$ cat src/rtl/can_bt_pkg.sv
package can_bt_pkg;
  typedef enum logic [1:0] {
    SEG_SYNC = 2'd0,
    SEG_ONE  = 2'd1,
    SEG_TWO  = 2'd2
  } seg_e;
endpackage

$ cat src/rtl/can_bt_cfgchk.sv
module can_bt_cfgchk #(
  parameter int TS1_W   = 4,
  parameter int TS2_W   = 3,
  parameter int SJW_W   = 2,
  parameter int SUM_W   = 6,
  parameter int BIT_MIN = 8,
  parameter int BIT_MAX = 25
) (
  input  logic [TS1_W-1:0] cfg_ts1,
  input  logic [TS2_W-1:0] cfg_ts2,
  input  logic [SJW_W-1:0] cfg_sjw,
  output logic [SUM_W-1:0] t1_len,
  output logic [SUM_W-1:0] t2_len,
  output logic [SUM_W-1:0] sjw_len,
  output logic             err
);
  logic [SUM_W-1:0] total;

  // Lengths in quanta: each field is stored as its value minus one.
  always_comb begin
    t1_len  = SUM_W'(cfg_ts1) + SUM_W'(1);
    t2_len  = SUM_W'(cfg_ts2) + SUM_W'(1);
    sjw_len = SUM_W'(cfg_sjw) + SUM_W'(1);
    total   = t1_len + t2_len + SUM_W'(1);
    err     = (t1_len < SUM_W'(2))
            | (t2_len >= t1_len)
            | (sjw_len >= t1_len)
            | (total < SUM_W'(BIT_MIN))
            | (total > SUM_W'(BIT_MAX));
  end
endmodule

$ cat src/rtl/can_bt_prescaler.sv
module can_bt_prescaler #(
  parameter int PRESC_W = 8
) (
  input  logic               clk,
  input  logic               rst_n,
  input  logic               hold,
  input  logic               restart,
  input  logic [PRESC_W-1:0] div,
  output logic               tick
);
  logic [PRESC_W-1:0] pc_q, pc_d;

  // A >= compare lets the count recover at once if div is lowered mid-count.
  always_comb begin
    tick = ~hold & (pc_q >= div);
    if (hold || restart || tick) pc_d = '0;
    else                         pc_d = pc_q + PRESC_W'(1);
  end

  always_ff @(posedge clk or negedge rst_n) begin
    if (!rst_n) pc_q <= '0;
    else        pc_q <= pc_d;
  end


  pc_bound_chk: assert property (@(posedge clk) disable iff (!rst_n)
    (!hold && !$past(hold) && $stable(div)) |-> (pc_q <= div));


  tick_spacing_chk: assert property (@(posedge clk) disable iff (!rst_n)
    (tick && !restart && div != '0) |=> (!tick || div == '0 || !$stable(div)));
endmodule

$ cat src/rtl/can_bt_segctr.sv
module can_bt_segctr
  import can_bt_pkg::*;
#(
  parameter int SUM_W = 6
) (
  input  logic             clk,
  input  logic             rst_n,
  input  logic             hold,
  input  logic             tick,
  input  logic             rx_in,
  input  logic             bus_idle,
  input  logic [SUM_W-1:0] t1_len,
  input  logic [SUM_W-1:0] t2_len,
  input  logic [SUM_W-1:0] sjw_len,
  output logic             restart,
  output logic             sample_stb,
  output logic             sample_bit,
  output logic             bit_start_stb
);
  seg_e             seg_q, seg_d;
  logic [SUM_W-1:0] cnt_q, cnt_d, lim_q, lim_d, lim_eff;
  logic [SUM_W-1:0] err_one, adj, remain;
  logic             done_q, done_d, rxp_q;
  logic             ss_q, ss_d, bs_q, bs_d, sb_q, sb_d;
  logic             fall, hard, rs_ok, jump_now;

  // Edge detection and phase-error evaluation
  always_comb begin
    fall     = rxp_q & ~rx_in;
    hard     = fall & bus_idle;
    rs_ok    = fall & ~bus_idle & ~done_q & sb_q;
    err_one  = cnt_q + SUM_W'(1);
    adj      = (err_one < sjw_len) ? err_one : sjw_len;
    remain   = lim_q - cnt_q;
    jump_now = rs_ok && (seg_q == SEG_TWO) && (remain <= sjw_len);
    restart  = ~hold & (hard | jump_now);
    lim_eff  = lim_q;
    if (rs_ok && seg_q == SEG_ONE)
      lim_eff = lim_q + adj;
    else if (rs_ok && seg_q == SEG_TWO && !jump_now)
      lim_eff = lim_q - sjw_len;
  end

  // Next-state logic
  always_comb begin
    seg_d  = seg_q;
    cnt_d  = cnt_q;
    lim_d  = lim_eff;
    done_d = done_q;
    ss_d   = 1'b0;
    bs_d   = 1'b0;
    sb_d   = sb_q;
    if (rs_ok && seg_q != SEG_SYNC) done_d = 1'b1;
    if (hold) begin
      seg_d  = SEG_SYNC;
      cnt_d  = '0;
      lim_d  = '0;
      done_d = 1'b0;
      sb_d   = 1'b1;
    end else if (restart) begin
      seg_d  = SEG_SYNC;
      cnt_d  = '0;
      bs_d   = 1'b1;
      done_d = 1'b1;
    end else if (tick) begin
      unique case (seg_q)
        SEG_SYNC: begin
          seg_d = SEG_ONE;
          cnt_d = '0;
          lim_d = t1_len;
        end
        SEG_ONE: begin
          if (cnt_q == lim_eff - SUM_W'(1)) begin
            seg_d = SEG_TWO;
            cnt_d = '0;
            lim_d = t2_len;
            ss_d  = 1'b1;
            sb_d  = rx_in;
          end else begin
            cnt_d = cnt_q + SUM_W'(1);
          end
        end
        SEG_TWO: begin
          if (cnt_q == lim_eff - SUM_W'(1)) begin
            seg_d  = SEG_SYNC;
            cnt_d  = '0;
            bs_d   = 1'b1;
            done_d = 1'b0;
          end else begin
            cnt_d = cnt_q + SUM_W'(1);
          end
        end
        default: seg_d = SEG_SYNC;
      endcase
    end
  end

  // State registers
  always_ff @(posedge clk or negedge rst_n) begin
    if (!rst_n) begin
      seg_q  <= SEG_SYNC;
      cnt_q  <= '0;
      lim_q  <= '0;
      done_q <= 1'b0;
      rxp_q  <= 1'b1;
      ss_q   <= 1'b0;
      bs_q   <= 1'b0;
      sb_q   <= 1'b1;
    end else begin
      seg_q  <= seg_d;
      cnt_q  <= cnt_d;
      lim_q  <= lim_d;
      done_q <= done_d;
      rxp_q  <= rx_in;
      ss_q   <= ss_d;
      bs_q   <= bs_d;
      sb_q   <= sb_d;
    end
  end

  assign sample_stb    = ss_q;
  assign bit_start_stb = bs_q;
  assign sample_bit    = sb_q;


  hold_quiet_chk: assert property (@(posedge clk) disable iff (!rst_n)
    hold |=> (!sample_stb && !bit_start_stb));


  strobe_excl_chk: assert property (@(posedge clk) disable iff (!rst_n)
    !(sample_stb && bit_start_stb));


  seg_range_chk: assert property (@(posedge clk) disable iff (!rst_n)
    (seg_q != SEG_SYNC) |-> (cnt_q < lim_q));


  one_jump_chk: assert property (@(posedge clk) disable iff (!rst_n)
    (seg_q == SEG_ONE && $past(seg_q) == SEG_ONE && lim_q != $past(lim_q))
      |-> !$past(done_q));


  dom_block_chk: assert property (@(posedge clk) disable iff (!rst_n)
    (seg_q == SEG_ONE && $past(seg_q) == SEG_ONE && lim_q != $past(lim_q))
      |-> $past(sb_q));
endmodule

$ cat src/rtl/can_bit_timer.sv
module can_bit_timer #(
  parameter int PRESC_W = 8,
  parameter int TS1_W   = 4,
  parameter int TS2_W   = 3,
  parameter int SJW_W   = 2,
  parameter int BIT_MIN = 8,
  parameter int BIT_MAX = 25
) (
  input  logic               clk,
  input  logic               rst_n,
  input  logic [PRESC_W-1:0] cfg_presc,
  input  logic [TS1_W-1:0]   cfg_ts1,
  input  logic [TS2_W-1:0]   cfg_ts2,
  input  logic [SJW_W-1:0]   cfg_sjw,
  input  logic               rx_in,
  input  logic               bus_idle,
  output logic               sample_stb,
  output logic               sample_bit,
  output logic               bit_start_stb,
  output logic               cfg_err
);
  localparam int SUM_W = TS1_W + 2;

  logic [SUM_W-1:0] t1_len, t2_len, sjw_len;
  logic             tick, restart;

  can_bt_cfgchk #(
    .TS1_W(TS1_W), .TS2_W(TS2_W), .SJW_W(SJW_W), .SUM_W(SUM_W),
    .BIT_MIN(BIT_MIN), .BIT_MAX(BIT_MAX)
  ) u_cfg (
    .cfg_ts1(cfg_ts1), .cfg_ts2(cfg_ts2), .cfg_sjw(cfg_sjw),
    .t1_len(t1_len), .t2_len(t2_len), .sjw_len(sjw_len), .err(cfg_err)
  );

  can_bt_prescaler #(.PRESC_W(PRESC_W)) u_presc (
    .clk(clk), .rst_n(rst_n), .hold(cfg_err), .restart(restart),
    .div(cfg_presc), .tick(tick)
  );

  can_bt_segctr #(.SUM_W(SUM_W)) u_seg (
    .clk(clk), .rst_n(rst_n), .hold(cfg_err), .tick(tick),
    .rx_in(rx_in), .bus_idle(bus_idle),
    .t1_len(t1_len), .t2_len(t2_len), .sjw_len(sjw_len),
    .restart(restart), .sample_stb(sample_stb), .sample_bit(sample_bit),
    .bit_start_stb(bit_start_stb)
  );
endmodule

$ cat config.mk
export PLATFORM = sky130hd
export DESIGN_NAME = can_bit_timer
export DESIGN_NICKNAME = d
export VERILOG_FILES = /design/src/rtl/can_bt_pkg.sv /design/src/rtl/can_bt_cfgchk.sv /design/src/rtl/can_bt_prescaler.sv /design/src/rtl/can_bt_segctr.sv /design/src/rtl/can_bit_timer.sv
export SDC_FILE = /design/constraint.sdc
export NUM_CORES = 1
export LEC_CHECK = 0
export ABC_AREA = 1
export BUFFER_PORTS_ARGS = -buffer_cell sky130_fd_sc_hd__buf_4
export CORE_MARGIN = 2
export CORE_UTILIZATION = 40
export CTS_CLUSTER_DIAMETER = 120
export CTS_CLUSTER_SIZE = 30
export DETAILED_ROUTE_END_ITERATION = 10
export GPL_ROUTABILITY_DRIVEN = 0
export HOLD_SLACK_MARGIN = 0.1
export MAX_ROUTING_LAYER = met4
export PLACE_DENSITY_LB_ADDON = 0.2
export RECOVER_POWER = 100
export REMOVE_ABC_BUFFERS = 1
export SETUP_SLACK_MARGIN = 0.4
export SYNTH_ARGS = -nofsm -noshare
export SYNTH_HDL_FRONTEND = slang
export SYNTH_SLANG_ARGS = --single-unit
$ cat constraint.sdc
create_clock -name clk -period 4.75 [get_ports clk]
set_input_delay 0.7125 -clock clk [delete_from_list [all_inputs] [get_ports clk]]
set_output_delay 0.7125 -clock clk [all_outputs]
set_load 0.02 [all_outputs]
## Yosys cells after proc, flatten, opt, wreduce, memory -nomap -nowiden

Cells that the tools add are included.

| storage, ports and cells | value |
|---|---|
| flip-flop bits (word level) | 27 |
| input bits | 21 |
| output and inout bits | 4 |
| word-level logic and storage cells | 109 |

| cells by class | value |
|---|---|
| add/sub/neg operators | 11 |
| $lt $le $gt $ge | 8 |
| equality and inequality tests | 6 |
| multiplexer cells | 40 |
| bitwise gates (word level) | 16 |
| reduce and logical (&&, ||, !) cells | 19 |

Operators by type and width:

| operator | number |
|---|---|
| two-way mux 6 bit | 11 |
| case mux 6 bit (2 select lines) | 2 |
| two-way mux 1 bit | 20 |
| adder 6 x 1 -> 6 bit, second input constant | 2 |
| adder 6 bit | 2 |
| greater-or-equal comparator 6 bit | 2 |
| two-way mux 2 bit | 5 |
| adder 8 x 1 -> 8 bit, second input constant | 1 |
| greater-or-equal comparator 8 bit | 1 |
| two-way mux 8 bit | 1 |
| != test 4 bit, second input constant | 2 |
| nonzero test 2 bit | 4 |
| AND 1 bit | 7 |
| equality test 6 bit | 1 |
| greater-than comparator 6 x 5 -> 1 bit, second input constant | 1 |
| <= comparator 6 x 3 -> 1 bit | 1 |
| < comparator 6 x 2 -> 1 bit, second input constant | 1 |
| < comparator 6 x 3 -> 1 bit | 1 |
| < comparator 6 x 4 -> 1 bit, second input constant | 1 |
| case mux 2 bit (3 select lines) | 1 |
| subtractor 6 x 1 -> 6 bit, second input constant | 1 |
| subtractor 6 x 3 -> 6 bit | 1 |
| subtractor 6 bit | 1 |
| adder 4 x 1 -> 5 bit, second input constant | 1 |
| other kinds (17) | 29 |

## Longest topological paths before layout

| logic depth | value |
|---|---|
| word-level depth | 18 |
| mapped depth | 29 |
| mapped depth without buffers | 29 |

## Hierarchy

Synthesis repeated with hierarchy kept, for this count alone.

| unflattened totals | value |
|---|---|
| cell total of the unflattened synthesis | 555 |
| area total of the unflattened synthesis | 3766.1 µm² |

By module, submodules not included:

| module | instances | cells each | area an instance (µm²) |
|---|---|---|---|
| can_bt_segctr | 1 | 387 | 2562.5 |
| can_bt_prescaler | 1 | 77 | 615.6 |
| can_bt_cfgchk | 1 | 91 | 588.1 |

## Least setup slack after synthesis

OpenSTA, ideal clock, no wires.

| timing path | value |
|---|---|
| path type | input to register |
| start | input port cfg_sjw[0] |
| end | register u_seg.lim_q[2] |
| arrival | 3.983 ns |
| required time | 4.633 ns |
| slack | 0.651 ns |
| stages on the path | 24 |
| path buffers | 0 |
| cells stage by stage | ha_1 -> inv_1 -> ha_1 -> a21oi_1 -> o21ai_0 -> nor2_1 -> nand3b_1 -> o21ai_0 -> ha_1 -> inv_1 -> fa_1 -> nand2_1 -> nand2_2 -> ha_1 -> xor2_1 -> nand2_1 -> nor2_1 -> nand3_1 -> nor2_2 -> nand3_4 -> nand2_2 -> nand2_4 -> nand3_1 -> nand2_1 |

| between the ends | value |
|---|---|
| longest elaborated chain between the ends | 14 |

Ends and longest elaborated chain:

| item | RTL line | RTL |
|---|---|---|
| start, declared | can_bit_timer.sv:14 | `input logic [SJW_W-1:0] cfg_sjw,` |
| adder 2 x 1 -> 3 bit * | can_bt_cfgchk.sv:23 | `sjw_len = SUM_W'(cfg_sjw) + SUM_W'(1);` |
| parallel branches: the longest is 12 deep, another holds < comparator 6 x 3 -> 1 bit | -- |  |
| two-way mux 6 bit * | can_bt_segctr.sv:54 | `if (hold) begin` |
| via u_seg.lim_d[2] | can_bt_segctr.sv:21 | `logic [SUM_W-1:0] cnt_q, cnt_d, lim_q, lim_d, lim_eff;` |
| end signal, assigned | can_bt_segctr.sv:112 | `lim_q <= lim_d;` |
| end, declared | can_bt_segctr.sv:21 |  |

Mark *: on every way through the listed nets, which the timed path passes.
A chain may end at the register's enable or synchronous reset.

## Final worst setup path

| timing path | value |
|---|---|
| start | input port cfg_sjw[0] |
| end | register u_seg.cnt_q[0] |

| between the ends | value |
|---|---|
| longest elaborated chain between the ends | 14 |

Ends and longest elaborated chain:

| item | RTL line | RTL |
|---|---|---|
| adder 2 x 1 -> 3 bit * | can_bt_cfgchk.sv:23 |  |
| parallel branches: the longest is 13 deep, another holds < comparator 6 x 3 -> 1 bit | -- |  |
| end signal, assigned | can_bt_segctr.sv:111 | `cnt_q <= cnt_d;` |
| end, declared | can_bt_segctr.sv:21 |  |

Mark *: on every way between the ends. The select of a mux whose other input is x is not followed.

==> results.toml <==
[final_layout]
drive_gt1_share_pct = 13.3
final_cell_count_no_fill = 605
final_nets = 576
area_growth_syn_to_layout_pct = 11.3
diodes = 0

[critical_path]
cpMaxStageDelayCell = "fa_2"
arrival_ns = 4.39
rr_worst_depth = 24
crit_type = "in2reg"
reg2reg_to = "u_seg.cnt_q[0]"
crit_top_cell = "nand2_1"
crit_path_end_kind = "flop"
regToRegSetupSlack_ns = 0.58
crit_path_start_kind = "input port"
critical-path-max-stage-delay_ns = 0.44
crit_fanout = 6
cp.required_ns = 4.88
r2r_start = "u_seg.cnt_q[0]"

[yosys]
synthTopCellsByArea = "dfrtp_1, ha_1, nand2_1"
ys.flop_type = "dfrtp_1"
avgSynthCellArea_um2 = 6.88
syn_area_um2 = 3270
syn_inst = 476
synth_sequential_area_ratio_pct = 20.7
yosys_warnings = 0
yosysMostFrequentCell = "nand2_1"
synthArstFlopShare_pct = 100
synth_common_cells = "nand2_1, inv_1, ha_1"
synth_edf_count = 0
synth_top_area_share_pct = 19.1
ys_types = 39
yosys.area.top_type = "dfrtp_1"
ys_seq_elements = 27

[routing]
finalWirelength_um = 7580
vias = 2970
first_pass_iters = 4
ant_nets = 0
drt_iter0_markers = 157
route.detailed.drc = 0
viasPerCell = 4.91
wl_per_cell_um = 12.5

[power_and_ir_drop]
vdd.ir_drop.worst_v = 0.000221
p_int_w = 0.000461
leakage_nw = 1.99
power.share.switching_pct = 45.0
p_comb_share_pct = 51.2
power_w = 0.000837
power_density_nw_per_um2 = 230
power_frac_seq_pct = 32.2
p_switching_w = 0.000376
clkPwrFrac_pct = 16.6

[min_path]
hold-path-endpoint = "u_presc.pc_q[0]"
whs_path_depth = 1
worstHoldStart = "u_presc.pc_q[0]"
holdCritPathClass = "reg2reg"

[placement]
io_buffers = 24
post-dp-hpwl_um = 6380
placed_cells = 600

[floorplan]
die_w_um = 94.5
pin_count = 25
row_count = 32
die_h_um = 94.5
fp.dieArea_um2 = 8930
initial_core_util_pct = 41.7
coreArea_um2 = 7850

[clocking]
cts_max_path_buffers = 2
cts.clk_slew.worst_paths_ns = 0.11
tritoncts = "yes"
clkSinkCount = 27
cts_max_level = 1
cts_buffers = 3
root_buffer = "clkbuf_8"
clk_latency_ns = 0.28

[global_route]
antenna_found_initial = 0
grt_overflow = 0
grt_max_degree = 28
grt_pass1_vias = 2913
grt_use_total_pct = 18.6
grt_pass1_wl_um = 13200

[sta]
min_period_ns = 4.26
hold_viol = 0
rsz0062_at_grt = "false"
post-route-period-util_pct = 89.7
tns_ns = 0
slew_headroom_pct = 4.34
slew_violations = 0
tightest_slew_ns = 1.43
fmax_ghz = 0.235
clock_skew_ns = 0.0152
finalSetupViolations = 0
holdWs_ns = 0.494

[job]
maxCapViolCount = 0

[outcome]
outcome = "completed"
## worst max-delay path by stage
stage | to | slack (ns) | from
after floorplan | u_seg.lim_q[0] | 0.64 | cfg_sjw[0]
final | u_seg.cnt_q[0] | 0.49 | cfg_sjw[0]
after global placement | u_seg.cnt_q[1] | 0.16 | cfg_sjw[0]
after CTS | u_seg.cnt_q[0] | 0.43 | cfg_sjw[0]
after global routing | u_seg.cnt_q[5] | 0.21 | cfg_sjw[0]
after detailed placement | u_seg.cnt_q[1] | 0.08 | cfg_sjw[0]
## worst max-delay path, delay by kind of cell
| family | cells | cell delay, ns |
|---|---|---|
| AND/OR/NAND/NOR | 12 | 1.34 |
| AO/OA/AOI/OAI | 4 | 0.41 |
| adder cells (fa/ha/maj) | 5 | 1.46 |
| XOR/XNOR | 1 | 0.15 |
| buffers and inverters | 4 | 0.32 |
## power by group through the flow
| stage | sequential (W) | combinational [W] | clock, W |
|---|---|---|---|
| floorplan | 0.000277 | 0.000315 | 0 |
| global placement | 0.000276 | 0.000423 | 0 |
| detailed placement | 0.000276 | 0.000430 | 0 |
| CTS | 0.000272 | 0.000433 | 0.000142 |
| global route | 0.000273 | 0.000493 | 0.000153 |
| finish | 0.000270 | 0.000429 | 0.000139 |
## per-stage QoR
stage / utilization (%) / area [um2] / setup WS [ns]
2_1_floorplan: - / 3260 / 0.645
3_3_place_gp: 45.5 / 3570 / 0.156
3_5_place_dp: 45.5 / 3570 / 0.0816
4_1_cts: 46.1 / 3620 / 0.426
5_1_grt: 46.4 / 3640 / 0.207
6_report: 46.4 / 3640 / 0.487
## logic make-up (layout without fill, tap and decap cells)
family	Yosys count	count (layout)	share of synthesized area, %
other cells	1	2	0.115
flops	27	27	20.7
buf+inv	93	119	10.9
fa+ha+maj	51	51	20.4
compound gates	50	50	8.90
simple gates	236	236	34.2
xor+xnor	18	18	4.81
## sequential cells by signal, summed over array words and instances, names as in the netlist
register             flops
u_presc.pc_q             8
u_seg.cnt_q              6
u_seg.lim_q              6
u_seg.seg_q              2
u_seg.bit_start_stb      1
u_seg.done_q             1
u_seg.rxp_q              1
u_seg.sample_bit         1
u_seg.sample_stb         1
## cells in the final DEF, fill, tap and decap left out, drive strengths merged
master,n
o211ai,1
nor3b,1
o21ai,18
nand3,49
buf,19
conb,2
or2,3
a211oi,1
dfstp,2
nand4,9
nor3,5
xor2,13
dfrtp,25
nand2,129
xnor2,5
nand3b,2
inv,91
o31ai,1
o21a,1
fa,4
a21boi,2
nor2,37
o22ai,4
and3,1
a21oi,20
ha,47
clkbuf,9
a31oi,2
## layer usage
layer,share of wire [%],wire length (um),track usage [%],up-vias
li1,-,-,-,1573
met1,51,3850,25.6,1357
met2,46,3520,31.6,40
met3,2.8,214,1.44,0
met4,0,0,1.21,0
met5,0,0,-,-
## layout make-up
cell class | count | area, um2
clock buffer | 3 | 41.3
clock inverter | 1 | 8.76
fill | 831 | 4200
inverter | 90 | 338
multi-input combinational | 357 | 2280
sequential | 27 | 681
tap | 102 | 128
timing repair buffer | 25 | 169
## repair_timing
item                                   CTS  global route
setup buffers                            0             1
pin swaps                                0             7
endpoints found under the hold margin    0             0
hold buffers                             0             0
setup endpoints to repair                8            18
gates resized for setup                  1            15
Note: power is estimated with default switching activity, not from simulation.
